===== src/rtl/pilot_phase_interp_pkg.sv =====
package pilot_phase_interp_pkg;

    // Phase word: two's complement, 32768 LSB = pi
    localparam int PHASE_W = 16;
    typedef logic signed [PHASE_W-1:0] phase_t;

    // Arctangent of 2^-k in phase units (pi = 32768)
    function automatic phase_t atan_step(input int k);
        case (k)
            0:  return 16'sd8192;
            1:  return 16'sd4836;
            2:  return 16'sd2555;
            3:  return 16'sd1297;
            4:  return 16'sd651;
            5:  return 16'sd326;
            6:  return 16'sd163;
            7:  return 16'sd81;
            8:  return 16'sd41;
            9:  return 16'sd20;
            10: return 16'sd10;
            11: return 16'sd5;
            12: return 16'sd3;
            13: return 16'sd1;
            14: return 16'sd1;
            default: return 16'sd0;
        endcase
    endfunction

endpackage


===== src/rtl/pai_pilot_accum.sv =====
module pai_pilot_accum #(
    parameter int SW        = 12,
    parameter int PILOT_LEN = 36,
    parameter int SUMW      = 20
) (
    input  logic                   clk,
    input  logic                   rst_n,
    input  logic                   in_valid,
    input  logic signed [SW-1:0]   in_i,
    input  logic signed [SW-1:0]   in_q,
    input  logic                   in_pilot,
    input  logic                   ref_i_neg,
    input  logic                   ref_q_neg,
    output logic                   blk_done,
    output logic signed [SUMW-1:0] blk_sum_i,
    output logic signed [SUMW-1:0] blk_sum_q
);
    localparam int CNTW = $clog2(PILOT_LEN) + 1;
    localparam logic [CNTW-1:0] LAST = CNTW'(PILOT_LEN - 1);

    typedef struct packed {
        logic signed [SUMW-1:0] acc_i;
        logic signed [SUMW-1:0] acc_q;
        logic [CNTW-1:0]        cnt;
        logic                   done;
        logic signed [SUMW-1:0] sum_i;
        logic signed [SUMW-1:0] sum_q;
    } acc_state_t;

    acc_state_t s_d, s_q;

    logic signed [SUMW-1:0] ri, rq, term_i, term_q;

    always_comb begin
        ri = SUMW'(in_i);
        rq = SUMW'(in_q);
        // r * conj(p) with p = a + jb, a,b in {+1,-1}
        term_i = (ref_i_neg ? -ri : ri) + (ref_q_neg ? -rq : rq);
        term_q = (ref_i_neg ? -rq : rq) - (ref_q_neg ? -ri : ri);

        s_d      = s_q;
        s_d.done = 1'b0;
        if (in_valid && in_pilot) begin
            if (s_q.cnt == LAST) begin
                s_d.sum_i = s_q.acc_i + term_i;
                s_d.sum_q = s_q.acc_q + term_q;
                s_d.done  = 1'b1;
                s_d.acc_i = '0;
                s_d.acc_q = '0;
                s_d.cnt   = '0;
            end else begin
                s_d.acc_i = s_q.acc_i + term_i;
                s_d.acc_q = s_q.acc_q + term_q;
                s_d.cnt   = s_q.cnt + 1'b1;
            end
        end
    end

    always_ff @(posedge clk) begin
        if (!rst_n) s_q <= '0;
        else        s_q <= s_d;
    end

    assign blk_done  = s_q.done;
    assign blk_sum_i = s_q.sum_i;
    assign blk_sum_q = s_q.sum_q;


    idle_hold_chk: assert property (@(posedge clk) disable iff (!rst_n)
        !(in_valid && in_pilot) |=> ($stable(s_q.acc_i) && $stable(s_q.acc_q) && $stable(s_q.cnt)));


    cnt_bound_chk: assert property (@(posedge clk) disable iff (!rst_n)
        blk_done |-> (s_q.cnt == '0));

endmodule


===== src/rtl/pai_cordic_vec.sv =====
module pai_cordic_vec
    import pilot_phase_interp_pkg::*;
#(
    parameter int IW   = 20,
    parameter int ITER = 14
) (
    input  logic                 clk,
    input  logic                 rst_n,
    input  logic                 start,
    input  logic signed [IW-1:0] x_in,
    input  logic signed [IW-1:0] y_in,
    output logic                 done,
    output phase_t               angle
);
    localparam int CW = IW + 2;
    localparam int KW = $clog2(ITER) + 1;
    localparam logic [KW-1:0] KLAST = KW'(ITER - 1);

    typedef struct packed {
        logic                 busy;
        logic [KW-1:0]        k;
        logic signed [CW-1:0] x;
        logic signed [CW-1:0] y;
        phase_t               z;
        logic                 done;
        phase_t               angle;
    } cor_state_t;

    cor_state_t s_d, s_q;

    logic signed [CW-1:0] xe, ye, xs, ys, xn, yn;
    phase_t               zn;

    always_comb begin
        xe = CW'(x_in);
        ye = CW'(y_in);
        xs = s_q.x >>> s_q.k;
        ys = s_q.y >>> s_q.k;
        if (!s_q.y[CW-1]) begin
            xn = s_q.x + ys;
            yn = s_q.y - xs;
            zn = s_q.z + atan_step(int'(s_q.k));
        end else begin
            xn = s_q.x - ys;
            yn = s_q.y + xs;
            zn = s_q.z - atan_step(int'(s_q.k));
        end

        s_d      = s_q;
        s_d.done = 1'b0;
        if (start) begin
            s_d.busy = 1'b1;
            s_d.k    = '0;
            if (!xe[CW-1]) begin
                s_d.x = xe;
                s_d.y = ye;
                s_d.z = '0;
            end else if (!ye[CW-1]) begin
                // left half-plane, upper: turn by -pi/2
                s_d.x = ye;
                s_d.y = -xe;
                s_d.z = 16'sd16384;
            end else begin
                // left half-plane, lower: turn by +pi/2
                s_d.x = -ye;
                s_d.y = xe;
                s_d.z = -16'sd16384;
            end
        end else if (s_q.busy) begin
            s_d.x = xn;
            s_d.y = yn;
            s_d.z = zn;
            s_d.k = s_q.k + 1'b1;
            if (s_q.k == KLAST) begin
                s_d.busy  = 1'b0;
                s_d.done  = 1'b1;
                s_d.angle = zn;
            end
        end
    end

    always_ff @(posedge clk) begin
        if (!rst_n) s_q <= '0;
        else        s_q <= s_d;
    end

    assign done  = s_q.done;
    assign angle = s_q.angle;


    cordic_start_chk: assert property (@(posedge clk) disable iff (!rst_n)
        start |-> !s_q.busy);


    cordic_done_chk: assert property (@(posedge clk) disable iff (!rst_n)
        s_q.done |-> $past(s_q.busy));

endmodule


===== src/rtl/pai_interp.sv =====
module pai_interp
    import pilot_phase_interp_pkg::*;
#(
    parameter int DATA_LEN = 1440,
    parameter int IDXW     = 11,
    parameter int RS       = 28
) (
    input  logic            clk,
    input  logic            rst_n,
    input  logic            est_valid,
    input  phase_t          est_phase,
    output logic            out_valid,
    output logic [IDXW-1:0] out_idx,
    output phase_t          out_phase
);
    localparam int DIST = DATA_LEN + 1;
    localparam int AW   = PHASE_W + RS + 2 + IDXW;
    localparam logic [63:0] RECIP_L = ((64'd1 << RS) + 64'(DIST / 2)) / 64'(DIST);
    localparam logic signed [AW-1:0] RECIP = AW'(RECIP_L);
    localparam logic signed [AW-1:0] HALF  = AW'(64'd1 << (RS - 1));
    localparam logic [IDXW-1:0] ILAST = IDXW'(DATA_LEN);

    typedef struct packed {
        logic                 busy;
        logic                 prev_ok;
        phase_t               prev;
        phase_t               base;
        logic signed [AW-1:0] step;
        logic signed [AW-1:0] acc;
        logic [IDXW-1:0]      idx;
        logic                 ovalid;
        logic [IDXW-1:0]      oidx;
        phase_t               ophase;
    } int_state_t;

    int_state_t s_d, s_q;

    phase_t               diff;
    logic signed [AW-1:0] diff_ext, rnd;

    always_comb begin
        // shortest-path step: wraps by overflow of the 16-bit difference
        diff     = est_phase - s_q.prev;
        diff_ext = AW'(diff);
        rnd      = s_q.acc + HALF;

        s_d        = s_q;
        s_d.ovalid = 1'b0;
        if (s_q.busy) begin
            s_d.ovalid = 1'b1;
            s_d.oidx   = s_q.idx;
            s_d.ophase = s_q.base + phase_t'(rnd[RS +: PHASE_W]);
            s_d.acc    = s_q.acc + s_q.step;
            s_d.idx    = s_q.idx + 1'b1;
            if (s_q.idx == ILAST) s_d.busy = 1'b0;
        end
        if (est_valid) begin
            s_d.prev    = est_phase;
            s_d.prev_ok = 1'b1;
            if (s_q.prev_ok) begin
                s_d.busy = 1'b1;
                s_d.base = s_q.prev;
                s_d.step = diff_ext * RECIP;
                s_d.acc  = diff_ext * RECIP;
                s_d.idx  = IDXW'(1);
            end
        end
    end

    always_ff @(posedge clk) begin
        if (!rst_n) s_q <= '0;
        else        s_q <= s_d;
    end

    assign out_valid = s_q.ovalid;
    assign out_idx   = s_q.oidx;
    assign out_phase = s_q.ophase;


    first_blk_chk: assert property (@(posedge clk) disable iff (!rst_n)
        out_valid |-> s_q.prev_ok);


    no_overlap_chk: assert property (@(posedge clk) disable iff (!rst_n)
        est_valid |-> !s_q.busy);


    idx_range_chk: assert property (@(posedge clk) disable iff (!rst_n)
        out_valid |-> (out_idx != '0 && out_idx <= ILAST));


    idx_step_chk: assert property (@(posedge clk) disable iff (!rst_n)
        (out_valid && out_idx != ILAST) |=> (out_valid && out_idx == $past(out_idx) + 1'b1));


    sweep_end_chk: assert property (@(posedge clk) disable iff (!rst_n)
        (out_valid && out_idx == ILAST) |=> !out_valid);

endmodule


===== src/rtl/pilot_phase_interp.sv =====
module pilot_phase_interp
    import pilot_phase_interp_pkg::*;
#(
    parameter int SAMPLE_W    = 12,
    parameter int PILOT_LEN   = 36,
    parameter int DATA_LEN    = 1440,
    parameter int CORDIC_ITER = 14,
    parameter int RECIP_SHIFT = 28,
    localparam int IDXW       = $clog2(DATA_LEN + 1)
) (
    input  logic                       clk,
    input  logic                       rst_n,
    input  logic                       in_valid,
    input  logic signed [SAMPLE_W-1:0] in_i,
    input  logic signed [SAMPLE_W-1:0] in_q,
    input  logic                       in_pilot,
    input  logic                       ref_i_neg,
    input  logic                       ref_q_neg,
    output logic                       out_valid,
    output logic [IDXW-1:0]            out_idx,
    output logic signed [15:0]         out_phase
);
    localparam int SUMW = SAMPLE_W + 2 + $clog2(PILOT_LEN);

    logic                   blk_done;
    logic signed [SUMW-1:0] blk_sum_i, blk_sum_q;
    logic                   est_valid;
    phase_t                 est_phase;

    pai_pilot_accum #(
        .SW       (SAMPLE_W),
        .PILOT_LEN(PILOT_LEN),
        .SUMW     (SUMW)
    ) u_accum (
        .clk      (clk),
        .rst_n    (rst_n),
        .in_valid (in_valid),
        .in_i     (in_i),
        .in_q     (in_q),
        .in_pilot (in_pilot),
        .ref_i_neg(ref_i_neg),
        .ref_q_neg(ref_q_neg),
        .blk_done (blk_done),
        .blk_sum_i(blk_sum_i),
        .blk_sum_q(blk_sum_q)
    );

    pai_cordic_vec #(
        .IW  (SUMW),
        .ITER(CORDIC_ITER)
    ) u_cordic (
        .clk  (clk),
        .rst_n(rst_n),
        .start(blk_done),
        .x_in (blk_sum_i),
        .y_in (blk_sum_q),
        .done (est_valid),
        .angle(est_phase)
    );

    pai_interp #(
        .DATA_LEN(DATA_LEN),
        .IDXW    (IDXW),
        .RS      (RECIP_SHIFT)
    ) u_interp (
        .clk      (clk),
        .rst_n    (rst_n),
        .est_valid(est_valid),
        .est_phase(est_phase),
        .out_valid(out_valid),
        .out_idx  (out_idx),
        .out_phase(out_phase)
    );


    quiet_after_reset_chk: assert property (@(posedge clk) disable iff (!rst_n)
        $rose(out_valid) |-> (out_idx == IDXW'(1)));

endmodule


===== config.mk =====
export PLATFORM = sky130hd
export DESIGN_NAME = pilot_phase_interp
export DESIGN_NICKNAME = d
export VERILOG_FILES = /design/src/rtl/pilot_phase_interp_pkg.sv /design/src/rtl/pai_pilot_accum.sv /design/src/rtl/pai_cordic_vec.sv /design/src/rtl/pai_interp.sv /design/src/rtl/pilot_phase_interp.sv
export SDC_FILE = /design/constraint.sdc
export NUM_CORES = 2
export LEC_CHECK = 0
export ABC_AREA = 1
export CORE_MARGIN = 8
export CORE_UTILIZATION = 35
export CTS_CLUSTER_SIZE = 12
export DETAILED_ROUTE_END_ITERATION = 10
export MAX_ROUTING_LAYER = met4
export PLACE_DENSITY_LB_ADDON = 0.08
export SETUP_SLACK_MARGIN = 0.05
export SLEW_MARGIN = 20
export SYNTH_ARGS = -nofsm -noshare
export SYNTH_HDL_FRONTEND = slang
export SYNTH_HIERARCHICAL = 1
export SYNTH_SLANG_ARGS = --single-unit

===== constraint.sdc =====
create_clock -name clk -period 7.5 [get_ports clk]
set_input_delay 1.125 -clock clk [delete_from_list [all_inputs] [get_ports clk]]
set_output_delay 1.125 -clock clk [all_outputs]
set_load 0.01 [all_outputs]

==> results.cfg <==
[run_status]
outcome = finished clean

[sta]
fin_setup_tns_ps = 0
final-setup-viol-count = 0
grt_setup_unrepaired = false
worst_pin_slew_ps = 1030
post-route-period-util = 0.929
hold_viol_final = 0
clock_skew_ps = 47.2
period_needed_ps = 6970
fmax_mhz = 143
slew_headroom = 0.314
finalMaxSlewViolations = 0

[setup_path]
path_common_cell = fa_1
critPathCaptureType = flip-flop
worstPathMaxFanout = 5
criticalPathCategory = flip-flop to flip-flop
max_stage_delay_ps = 550
crit_required_ps = 7980
worstPathArrival_ps = 7450
cp-start-kind = flip-flop
critical-path-slowest-cell = fa_1

[floorplan]
chipWidth_um = 333
die-area_um2 = 111000
core_region_area_um2 = 99900
die_y_um = 333
io_pins = 58
rows = 116
start_util = 0.352

[final_layout]
utilization = 0.379
num_antenna_cells = 0
design_area_um2 = 37900
final_nets = 5803
area_growth_pct = 7.74
drive_above_1_share = 0.0550

[cts]
clock-sinks = 333
cts_inserted_buffers = 46
clk_latency_ps = 620
cts_root_buffer = clkbuf_16
cts_buffer_depth = 3
clkTransAtPathRegs_ps = 60
postCtsHoldBufs = 0
htreeDepth = 2
tritoncts = done

[route]
drt_first_iter_violations = 2070
wl_met1_um = 53700
routed_wl_um = 120000
dr.pass1.iters = 5
route.detailed.drc = 0
via_per_inst = 5.04
drtAntennaViolNets = 0
dr_wl_met3_um = 3530
top_signal_layer_used = met4
detail_route.wl_per_cell_um = 18.0
dr_total_vias = 33500
wl_met2_um = 58900

[global_routing]
grt_max_degree = 63
grt.overflow.total = 0
grt_pass1_vias = 32800
grt_pass1_wl_um = 187000
grtUsageTotal = 0.216
antenna_found_initial = 0

[yosys]
postSynthCellCount = 5408
ys_warn_count = 6
synth_top_family_by_area = simple AND/OR/NAND/NOR gates
syn-num-nets = 5900
synthFlopType = dfxtp_1
yosysSeqAreaShare = 0.190
syn_avg_cell_area_um2 = 6.50
synthesis.area_um2 = 35200
synth_edf_count = 0
yosys.area_share.xor_xnor = 0.0428
yosys.area_share.simple = 0.303
ys_types = 71
synth_adder_area_share = 0.196
synth_compound_area_frac = 0.145
yosys_register_bits = 333
muxShareOfSynthArea = 0
async_flop_share = 0

[job]
maxCapViolCount = 0

[pwr]
power.density_nw_per_um2 = 141
leakage_nw = 19.6
peakVddDrop_mv = 0.138

[hold_path]
hold_class = flip-flop to flip-flop

[place]
gp_congestion = 0.903
hpwl_um = 96400
port-buffer-count = 57
place_area_um2 = 36300
cell usage in the layout, fill, tap and decap left out, types with 8 or more instances in the layout:
cell type / instances
o31ai_1: 9
o22ai_1: 13
a21oi_2: 15
a21oi_1: 360
o221ai_1: 11
or2_1: 8
dfxtp_1: 330
o21bai_1: 15
nand4_1: 39
nor3_1: 39
nand3_2: 13
o21ai_2: 10
xor2_1: 110
nand2_4: 10
buf_4: 36
nor2_1: 398
nor2_2: 23
nand2_2: 34
clkbuf_8: 13
fa_1: 148
clkbuf_16: 46
inv_1: 773
clkdlybuf4s50_1: 56
or2_2: 21
xnor2_1: 55
a31oi_1: 31
nand3b_1: 16
a21o_1: 23
ha_1: 314
nand3_1: 397
o21ai_1: 30
inv_2: 20
nor4_1: 10
nand2_1: 1456
o211ai_1: 32
o21ai_0: 316
power by group:
part	internal [mW]	total (mW)	switching, mW
sequential	1.81	1.83	0.0238
combinational	0.414	1.23	0.814
clock	1.36	2.29	0.928
logic make-up after synthesis:
group	Yosys count
xor gates and xnor gates	168
adders and majority gates	462
DFF	333
AOI/OAI and AO/OA	909
and+or+nand+nor	2498
buffers and inverters	1038
Yosys cell counts (7+ instances only):
cell      count  area share
nand3b_1     16      0.0034
nand4_1      39      0.0069
nand2_1    1456        0.16
a211oi_1      7      0.0015
xor2_1      110       0.027
nand3_2      13      0.0037
nor3_2        7      0.0020
o31ai_1       9      0.0019
fa_1        148       0.084
buf_2        34      0.0048
a21o_1       23      0.0049
a22o_1        7      0.0017
a31oi_1      31      0.0055
o221ai_1     11      0.0027
nor4_1       10      0.0018
o21a_1        7      0.0015
dfxtp_1     333        0.19
inv_1       774       0.083
o22ai_1      13      0.0023
nor3_1       39      0.0055
o21ai_2      10      0.0025
or2_2        21      0.0037
a21oi_1     360       0.051
nand2_2      34      0.0060
o21ai_0     316       0.045
xnor2_1      55       0.014
o21bai_1     15      0.0032
inv_2        19      0.0020
nor2_2       22      0.0039
o21ai_1      30      0.0043
buf_4        93       0.020
clkbuf_1     92      0.0098
nor2_1      401       0.043
buf_1        12      0.0013
a21oi_2      15      0.0037
nand2_4      10      0.0032
ha_1        314        0.11
nand3_1     398       0.057
or2_1         8      0.0014
o211ai_1     32      0.0068
worst max-delay path, delay by kind of cell, from the launching register on:
family	cells	cell delay (ps)
fa+ha+maj	9	3820
simple gates	11	1510
compound gates	4	900
flops	1	330
buf+inv	4	210
xor+xnor	1	90
through the flow:
step / std cells / hold WS, ps / setup slack (ps) / power, mW
after CTS: 6643 / 460 / 459 / 5.44
after detailed placement: 6561 / 450 / 464 / 3.10
after floorplan: 5408 / 427 / 905 / 2.73
after global routing: 6643 / 479 / 60.8 / 5.66
after global placement: 6561 / 448 / 484 / 3.09
final: 6643 / 458 / 531 / 5.35
final cells by class:
class / count / area, um2
Clock inverter: 17 / 206
Sequential cell: 333 / 6670
Tap cell: 1298 / 1620
Clock buffer: 65 / 1350
Timing Repair Buffer: 92 / 831
Fill cell: 11000 / 62000
Multi-Input combinational cell: 4037 / 24200
Inverter: 801 / 3010
final timing paths:
kind	from	to	slack, ps	cells past startpoint
hold reg to reg	u_interp/s_q[104]	u_interp/s_q[104]	460	2
hold / removal	u_interp/s_q[104]	u_interp/s_q[104]	460	2
setup / recovery	u_cordic/angle[0]	u_interp/s_q[62]	530	29
setup reg to reg	u_cordic/angle[0]	u_interp/s_q[62]	530	29
flip-flops by register name, indices dropped and copies added (netlist names), named ones only:
name,cells
u_accum/blk_sum_i,20
u_cordic/angle,16
u_interp/out_idx,11
u_accum/s_q,47
u_cordic/done,1
u_interp/out_phase,16
u_interp/s_q,120
u_accum/blk_done,1
u_cordic/s_q,66
u_interp/out_valid,1
u_accum/blk_sum_q,20
timing repair:
item / in CTS / in global routing
setup endpoints to repair: 0 / 8
resized for setup: 0 / 2
setup buffers: 0 / 0
routing by layer:
metal  vias to the layer above  track usage
met5                         -            -
met4                         0       0.0611
met3                       136       0.0159
met2                       525        0.380
met1                     15700        0.264
li1                      17100            -
No activity file was read; power rests on OpenSTA's default activity.
